[config.mk]
export PLATFORM = sky130hd
export DESIGN_NAME = cal_lut
export DESIGN_NICKNAME = d
export VERILOG_FILES = /design/src/rtl/cal_lut.sv
export SDC_FILE = /design/constraint.sdc
export NUM_CORES = 1
export LEC_CHECK = 0
export BUFFER_PORTS_ARGS = -buffer_cell sky130_fd_sc_hd__buf_2
export CELL_PAD_IN_SITES_DETAIL_PLACEMENT = 1
export CELL_PAD_IN_SITES_GLOBAL_PLACEMENT = 1
export CORE_UTILIZATION = 45
export DETAILED_ROUTE_END_ITERATION = 10
export GPL_TIMING_DRIVEN = 1
export MAX_ROUTING_LAYER = met4
export PLACE_DENSITY_LB_ADDON = 0.1
export SLEW_MARGIN = 10
export SYNTH_ARGS = -nofsm -noshare
export SYNTH_HDL_FRONTEND = slang
export SYNTH_SLANG_ARGS = --single-unit
export TNS_END_PERCENT = 10
[constraint.sdc]
create_clock -name clk -period 3.25 [get_ports clk]
set_input_delay 0.4875 -clock clk [delete_from_list [all_inputs] [get_ports clk]]
set_output_delay 0.4875 -clock clk [all_outputs]
set_load 0.01 [all_outputs]
[src/rtl/cal_lut.sv]
module cal_lut #(
  parameter int CODE_W      = 6,
  parameter int SYNC_STAGES = 2
) (
  input  logic              clk,
  input  logic              rst_n,
  input  logic [CODE_W-1:0] raw_code,
  input  logic              cal_ena,
  input  logic              cal_clk,
  input  logic              cal_dat,
  output logic [CODE_W-1:0] cal_code,
  output logic              loaded
);
  localparam int ENTRIES = 1 << CODE_W;
  localparam int CHAIN_W = ENTRIES * CODE_W;
  localparam int CNT_W   = $clog2(CHAIN_W + 1);

  logic [SYNC_STAGES-1:0] clk_sync, dat_sync;
  logic                   clk_prev;
  logic                   shift_now, shift_bit;
  logic [CNT_W-1:0]       bit_cnt;
  logic [CODE_W-1:0]      tbl [ENTRIES];

  always_ff @(posedge clk or negedge rst_n)
    if (!rst_n) begin
      clk_sync <= '0;
      dat_sync <= '0;
      clk_prev <= 1'b0;
    end else begin
      clk_sync <= {clk_sync[SYNC_STAGES-2:0], cal_clk};
      dat_sync <= {dat_sync[SYNC_STAGES-2:0], cal_dat};
      clk_prev <= clk_sync[SYNC_STAGES-1];
    end

  assign shift_now = clk_sync[SYNC_STAGES-1] & ~clk_prev;
  assign shift_bit = dat_sync[SYNC_STAGES-1];

  for (genvar e = 0; e < ENTRIES; e++) begin : g_entry
    logic carry_in;
    if (e == 0) begin : g_head
      assign carry_in = shift_bit;
    end else begin : g_link
      assign carry_in = tbl[e-1][CODE_W-1];
    end
    always_ff @(posedge clk or negedge rst_n)
      if (!rst_n)
        tbl[e] <= CODE_W'(e);
      else if (shift_now)
        tbl[e] <= {tbl[e][CODE_W-2:0], carry_in};
  end

  always_ff @(posedge clk or negedge rst_n)
    if (!rst_n)
      bit_cnt <= '0;
    else if (shift_now && bit_cnt != CNT_W'(CHAIN_W))
      bit_cnt <= bit_cnt + 1'b1;

  assign loaded = (bit_cnt == CNT_W'(CHAIN_W));

  always_ff @(posedge clk or negedge rst_n)
    if (!rst_n)
      cal_code <= '0;
    else
      cal_code <= cal_ena ? tbl[raw_code] : raw_code;
endmodule


Word-level counts from Yosys, hierarchy flattened
Index checks and enable logic that the tools add are counted.

operators by class
  bitwise logic cells = 3
  eq/ne operators = 2
  muxes and demuxes = 4
  reductions and logical operators = 1
  order comparisons = 1
  add/subtract/negate cells = 1

operators by type and width
  kind                                                      count
  binary-select mux 6 bit (select 6 bit)                    1
  2-to-1 mux 6 bit                                          3
  adder 9 x 1 -> 9 bit, second input constant               1
  equality test 9 bit, second input constant                1
  inequality test 9 bit, second input constant              1
  greater-or-equal comparator 7 bit, second input constant  1
  NOT 6 -> 7 bit                                            1
  bitwise AND 1 bit                                         1
  logical AND 1 bit                                         1
  NOT 1 bit                                                 1

storage, ports and cells
  logic and storage cells = 81
  input port bits = 11
  register bits = 404
  output and inout bits = 7

Longest topological paths before layout
Gate-level depths: netlist of the first run.

  depth after elaboration = 5
  gate-level depth with buffers = 10
  depth with buffers taken out = 7

Worst setup path before layout of the first run
No wires, ideal clock.

  path type = input to register
  from = in raw_code[2]
  to = reg cal_code[2]
  data required time = 3.111 ns
  path buffers = 3
  library setup time = 0.139 ns
  arrival = 2.075 ns
  slack = 1.036 ns
  stages = 7
  cells stage by stage = buf_2 -> buf_2 -> buf_2 -> mux4_2 -> mux4_2 -> nand3_1 -> o2111ai_1

on the way
  word-level cells in the longest chain between the ends = 5

RTL lines
  what                                                  line  RTL
  start: declaration                                    7     input logic [CODE_W-1:0] raw_code,
  NOT 6 -> 7 bit (not written as such)                  64    cal_code <= cal_ena ? tbl[raw_code] : raw_code;
  binary-select mux 6 bit (select 6 bit)                64
  2-to-1 mux 6 bit (not written as such) (2 in series)  64
  2-to-1 mux 6 bit *                                    64
  end signal: assignment                                64
  end: declaration                                      11    output logic [CODE_W-1:0] cal_code,

Every way passes the cells marked *; elsewhere a longest branch is shown, timed or not. The select of a mux whose other input is x is not followed.
A chain may end at the register's enable or synchronous reset.

Worst setup path in the final report of the first run
  from = reg bit_cnt[6]
  to = out loaded

on the way
  word-level cells in the longest chain between the ends = 1

RTL lines
  what                      line  RTL
  start: declaration        21    logic [CNT_W-1:0] bit_cnt;
  start signal: assignment  56    bit_cnt <= bit_cnt + 1'b1;
  equality test 9 bit       58    assign loaded = (bit_cnt == CNT_W'(CHAIN_W));
  end: declaration          12    output logic loaded

Every way passes these cells.

==> flow_metrics.env, run 1 <==
export IMPL_run_status="complete, no violations"
export IMPL_p_clk_share_pct=49.3
export IMPL_r2r_cells=5
export IMPL_grt_max_degree=132
export IMPL_relSlewSlack_pct=41.9
export IMPL_timing_critical_path_arrival_ns=2.11
export IMPL_async_reset_ff_share_pct=100
export IMPL_crit_path_max_incr_delay_ns=0.67
export IMPL_drv_slew=0
export IMPL_max_cap_violations=0
export IMPL_setup_viol=0
export IMPL_detail_route_iter0_violations=991
export IMPL_fin_crit_ns=2.60
export IMPL_num_io_pins=18
export IMPL_syn_avg_cell_area_um2=9.54
export IMPL_p_int_mw=8.89
export IMPL_die_height_um=205
export IMPL_die_w_um=205
export IMPL_synth_edf_count=0
export IMPL_first_global_vias=14700
export IMPL_grt_util_all_layers_pct=27.7
export IMPL_rsz0062_at_grt="no"
export IMPL_syn_inst=1937
export IMPL_power_switching_share_pct=23.4
export IMPL_initial_core_util_pct=46.1
export IMPL_ir_worst_vdd_uv=365
export IMPL_yosysWarnings=0
export IMPL_min_path_type="in -> reg"
export IMPL_multiInputGateArea_mm2=0.00759
export IMPL_clockBufferDepth=3
export IMPL_cts_tree="built"
export IMPL_seq_area_mm2=0.0103
export IMPL_antenna_found_initial=0
export IMPL_cts_setup_buffers=0
export IMPL_ys_seq_elements=404
export IMPL_dieArea_mm2=0.0419
export IMPL_clk_pin_slew_ns=0.06
export IMPL_pwr_share_comb_pct=5.9
export IMPL_cts_root_buffer_cell="clkbuf_16"
export IMPL_totalWireLength_um=53300
export IMPL_num_rows=73
export IMPL_ant_nets=0
export IMPL_viasPerCell=5.48
export IMPL_finalCritPeriodShare_pct=80.0
export IMPL_hold_path_startpoint="cal_ena"
export IMPL_ctsResizeCount=0
export IMPL_fin_tns_setup_ns=0
export IMPL_instances_no_fill=2491
export IMPL_worstMarginPinSlew_ns=0.871
export IMPL_synth_top_cell_area_share_pct=28.7
export IMPL_final_nets=1941
export IMPL_wire_per_inst_um=21.4
export IMPL_grt_overflow_total=0
export IMPL_fmax_mhz=384
export IMPL_area_delta_synth_final_pct=13.2
export IMPL_reg2reg_to="cal_code[1]"
export IMPL_grt_pass1_wl_um=86000
export IMPL_ys_types=46
export IMPL_synth_main_ff_cell="dfrtp_1"
export IMPL_powerDensity_mw_per_mm2=555
export IMPL_min_path_cells=3
export IMPL_io_buffers=17
export IMPL_drive_above_1_share_pct=22.0
export IMPL_crit_path_cell_trace="or4b_2 -> nor4_1 -> buf_2"
export IMPL_required_ns=2.76
export IMPL_p_leak_nw=10.4
export IMPL_synth_nets=1950
export IMPL_gp_congestion=0.831
export IMPL_rrSetupSlack_ns=1.17
export IMPL_vias=13600
export IMPL_hpwl_um=36000
export IMPL_skew_ns=0.0262
export IMPL_p_switching_mw=2.72
export IMPL_worstSetupPathType="reg -> out"
export IMPL_layout_setup_ws_ns=0.648
export IMPL_end_kind="output port"
export IMPL_syn_area_mm2=0.0185
export IMPL_seq_power_share_pct=44.8
export IMPL_cts_htree_levels=2
export IMPL_n_antenna_cell=0
export IMPL_final_core_util_pct=52.2
export IMPL_ctsHoldBuffers=3
export IMPL_finalHoldViolCount=0
export IMPL_rr_startpoint="tbl[109]"
export IMPL_dp_slack_ns=0.563
export IMPL_slowest_stage="or4b_2"
export IMPL_dp_cells=2402
export IMPL_worstPathMaxFanout=3
export IMPL_final_common_cell="nand2_1"
export IMPL_whs_endpoint="cal_code[0]"
export IMPL_hold_slack_ns=0.324
export IMPL_synth_top_area_cell="dfrtp_1"
export IMPL_drc_errors=0
export IMPL_insertion_delay_ns=0.59
export IMPL_coreArea_mm2=0.0401
export IMPL_mostFrequentLayoutCells="1,169 x nand2_1, 212 x dfrtp_1, 192 x dfstp_2"
export IMPL_netlist_top_cells_area="dfrtp_1 29%, dfstp_2 27%, nand2_1 24%"
export IMPL_clkSinkCount=404
export IMPL_firstDrtPassIters=4
export IMPL_cts_made_buffers=46
export IMPL_ys_seq_area_share_pct=56.0
export IMPL_fillerInstances=4449
export IMPL_start_kind="flop"
cells in the mapped netlist, types with 4 or more instances:
library cell  instances
mux2_2                6
nand2b_1              7
xnor2_1               6
nand2_1            1169
dfstp_2             192
a21oi_1               7
mux2i_1              35
buf_6                 4
nor2_1                8
buf_2                15
clkbuf_1             93
mux4_2               92
buf_4                 7
nor2b_1               6
inv_1                 5
o2111ai_1             5
nand3_1              10
dfrtp_1             212
a22oi_1              13
critical path: cells and delay by family, from the launching register on:
kind	cells	cell delay [ns]
buffers and inverters	1	0.20
DFF	1	0.39
and+or+nand+nor	2	0.94
power by group through the flow:
| stage | sequential [mW] | combinational, mW | clock, mW |
|---|---|---|---|
| floorplan | 5.26 | 0.395 | 0 |
| global placement | 5.28 | 0.666 | 0 |
| detailed placement | 5.28 | 0.685 | 0 |
| CTS | 5.20 | 0.692 | 5.86 |
| global route | 5.21 | 0.752 | 6.03 |
| finish | 5.21 | 0.680 | 5.73 |
cell families after synthesis:
family | share of synthesized area, %
xor gates and xnor gates | 0.379
and+or+nand+nor | 25.3
buffers and inverters | 2.99
muxes | 13.5
AOI/OAI and AO/OA | 1.74
adders and majority gates | 0.135
DFF | 56.0
cell type report:
class                           count  share of cell area, %
Multi-Input combinational cell   1406                   36.3
Sequential cell                   404                   49.5
Clock buffer                       65                   6.53
Clock inverter                     21                   1.48
Tap cell                          525                   3.14
Inverter                            6                  0.108
Timing Repair Buffer               64                   2.95
state kept, by name, indices dropped and copies added, names as in the netlist:
name              count
cal_code              6
dat_sync              2
bit_cnt               9
clk_sync              2
clk_prev              1
tbl                 321
g_entry.carry_in     63
metrics by stage:
step | power, mW | instance area, µm²
5_1_grt | 12.0 | 20900
3_5_place_dp | 5.97 | 19200
3_3_place_gp | 5.95 | 19200
6_report | 11.6 | 20900
4_1_cts | 11.8 | 20900
2_1_floorplan | 5.65 | 18500
worst max path at each step:
stage / from / endpoint / slack [ns] / depth (start not counted)
after floorplan: raw_code[2] / cal_code[2] / 1.04 / 7
after global routing: bit_cnt[4] / loaded / 0.52 / 3
after detailed placement: raw_code[2] / cal_code[1] / 0.56 / 7
after global placement: raw_code[2] / cal_code[1] / 0.61 / 7
after CTS: bit_cnt[6] / loaded / 0.59 / 3
final: bit_cnt[6] / loaded / 0.65 / 3
per-layer routing:
metal | vias to the layer above | GRT usage [%] | part of all wire (%)
met2 | 242 | 43.0 | 48
met3 | 95 | 3.98 | 3.8
met4 | 0 | 9.73 | 2.8
met1 | 7113 | 37.2 | 45
li1 | 6197 | - | -
met5 | - | - | 0
(Power assumes the default switching activity.)
==> run 2: changes to the inputs <==
==> constraint.sdc (replaced) <==
create_clock -name clk -period 2.2 [get_ports clk]
set_input_delay 0.33 -clock clk [delete_from_list [all_inputs] [get_ports clk]]
set_output_delay 0.33 -clock clk [all_outputs]
set_load 0.01 [all_outputs]
==> run 2 against run 1 <==
Against the previous run: die area unchanged; worst hold slack got worse by 0.15 ns; highest routed layer unchanged; first-iteration DRC count increased by 1.2%; design area increased by 2.3%; clock skew decreased by 0.013 ns; clock power increased by 33%; via count increased by 1.5%; sequential power increased by 48%; register-to-register slack got worse by 1.0 ns; sequential cell count unchanged; worst setup slack got worse by 0.63 ns; largest cell class unchanged; critical path depth unchanged; critical path type unchanged.
==> flow_metrics.env, run 2 (synthesis gave the netlist of run 1 again) <==
export IMPL_end_kind="output port"
export IMPL_gr_max_usage_layer="met2"
export IMPL_mostFrequentLayoutCells="1,169 x nand2_1, 212 x dfrtp_1, 192 x dfstp_2"
export IMPL_finalHoldViolCount=0
export IMPL_postPlaceCellArea_mm2=0.0198
export IMPL_grt_max_degree=84
export IMPL_fin_crit_ns=2.18
export IMPL_drive_above_1_share_pct=23.7
export IMPL_firstDrtPassIters=5
export IMPL_dieArea_mm2=0.0419
export IMPL_p_total_mw=16.4
export IMPL_slowest_stage="or4b_4"
export IMPL_grt_use_met2_pct=43.8
export IMPL_drc_errors=0
export IMPL_top_register="tbl"
export IMPL_final_core_util_pct=53.3
export IMPL_rsz0062_at_grt="yes"
export IMPL_fin_tns_setup_ns=0
export IMPL_viasPerCell=5.44
export IMPL_hpwl_um=38500
export IMPL_insertion_delay_ns=0.58
export IMPL_detail_route_iter0_violations=1003
export IMPL_initial_core_util_pct=46.1
export IMPL_skew_ns=0.0131
export IMPL_required_ns=1.87
export IMPL_seq_area_mm2=0.0103
export IMPL_pwr_share_comb_pct=6.9
export IMPL_worstSetupPathDepth=3
export IMPL_largest_reg_flops=321
export IMPL_multiInputGateArea_mm2=0.00761
export IMPL_worstPathMaxFanout=2
export IMPL_p_int_mw=12.4
export IMPL_die_w_um=205
export IMPL_worstMarginPinSlew_ns=0.508
export IMPL_clk_pin_slew_ns=0.06
export IMPL_num_io_pins=18
export IMPL_cts_htree_levels=2
export IMPL_grt_pass1_wl_um=87300
export IMPL_io_buffers=17
export IMPL_clkSinkCount=404
export IMPL_seq_power_share_pct=46.9
export IMPL_area_delta_synth_final_pct=15.8
export IMPL_grt_overflow_total=0
export IMPL_power_switching_share_pct=24.4
export IMPL_critPathBufInv=1
export IMPL_wire_per_inst_um=21.4
export IMPL_timing_critical_path_arrival_ns=1.85
export IMPL_die_height_um=205
export IMPL_vias=13800
export IMPL_final_common_cell="nand2_1"
export IMPL_fillerInstances=4471
export IMPL_relSlewSlack_pct=66.0
export IMPL_ant_nets=0
export IMPL_antenna_found_initial=2
export IMPL_grt_util_met1_pct=38.2
export IMPL_cts_made_buffers=46
export IMPL_crit_path_cell_trace="or4b_4 -> nor4_4 -> buf_2"
export IMPL_min_path_type="in -> reg"
export IMPL_ir_worst_vdd_uv=431
export IMPL_start_kind="flop"
export IMPL_powerDensity_mw_per_mm2=768
export IMPL_cts_root_buffer_cell="clkbuf_16"
export IMPL_p_leak_nw=10.6
export IMPL_r2r_cells=4
export IMPL_use_met3_pct=4.87
export IMPL_first_global_vias=14700
export IMPL_dp_slack_ns=-0.0979
export IMPL_clockBufferDepth=3
export IMPL_worstSetupPathType="reg -> out"
export IMPL_num_rows=73
export IMPL_crit_path_max_incr_delay_ns=0.55
export IMPL_gp_congestion=0.895
export IMPL_layout_setup_ws_ns=0.0225
export IMPL_setup_viol=0
export IMPL_cts_tree="built"
export IMPL_coreArea_mm2=0.0401
export IMPL_totalWireLength_um=54600
export IMPL_max_cap_violations=0
export IMPL_fmax_mhz=459
export IMPL_final_nets=1996
export IMPL_drv_slew=0
export IMPL_final_area_mm2=0.0214
export IMPL_p_clk_share_pct=46.2
export IMPL_finalCritPeriodShare_pct=99.0
export IMPL_min_path_cells=3
export IMPL_path_delay_family="simple AND/OR/NAND/NOR gates"
export IMPL_run_status="complete, no violations"
export IMPL_p_switching_mw=4.01
export IMPL_grt_util_all_layers_pct=28.3
-- run 2: cell count changes in the layout (fill, tap and decap cells not counted), sizes merged --
cell,delta
bufinv,-7
clkbuf,+9
diode,+2
clkinv,-3
clkinvlp,+1
buf,+55
-- run 2: worst paths after layout --
path                             start     endpoint  slack (ns)
max                         bit_cnt[6]       loaded        0.02
min                            cal_ena  cal_code[0]        0.18
max reg2reg                   tbl[267]  cal_code[3]        0.16
min reg2reg                clk_sync[0]  clk_sync[1]        0.35
max in group asynchronous        rst_n      tbl[25]        1.11
min in group asynchronous        rst_n   bit_cnt[0]        0.24
-- run 2: worst min-delay path: stages --
cell and delay, ns:
buf_2 0.20, nand4b_1 0.12, nand3_1 0.06
-- run 2: metal layers --
layer | wire, µm | vias up
li1 | - | 6309
met1 | 24700 | 7166
met2 | 25800 | 278
met3 | 2590 | 96
met4 | 1510 | 0
met5 | 0 | -
-- run 2: final cells by class --
type / instances / share of cell area (%)
sequential: 404 / 48.4
multi-input combinational: 1406 / 35.6
clock buffer: 74 / 6.50
timing repair buffer: 119 / 5.93
tap: 525 / 3.07
clock inverter: 12 / 0.409
inverter: 6 / 0.105
antenna: 2 / 0.0234
-- run 2: per-stage QoR --
stage | std cells | hold slack, ns
5_1_grt | 2548 | 0.190
4_1_cts | 2546 | 0.144
6_report | 2548 | 0.179
3_5_place_dp | 2455 | 0.254
3_3_place_gp | 2455 | 0.255
2_1_floorplan | 1937 | 0.0344
-- run 2: what timing repair did --
item,4_1_cts,5_1_grt
pin swaps,0,0
gates resized for setup,3,0
hold endpoints to repair,49,0
hold buffers,3,0
setup endpoints to repair,1,1
buffers inserted,2,0
-- run 2: power groups by stage --
stage          clock (mW)  sequential [mW]  combinational [mW]
2_1_floorplan           0             7.76               0.583
3_3_place_gp            0             7.81                1.11
3_5_place_dp            0             7.81                1.13
4_1_cts              7.76             7.70                1.16
5_1_grt              8.06             7.71                1.25
6_report             7.60             7.70                1.14
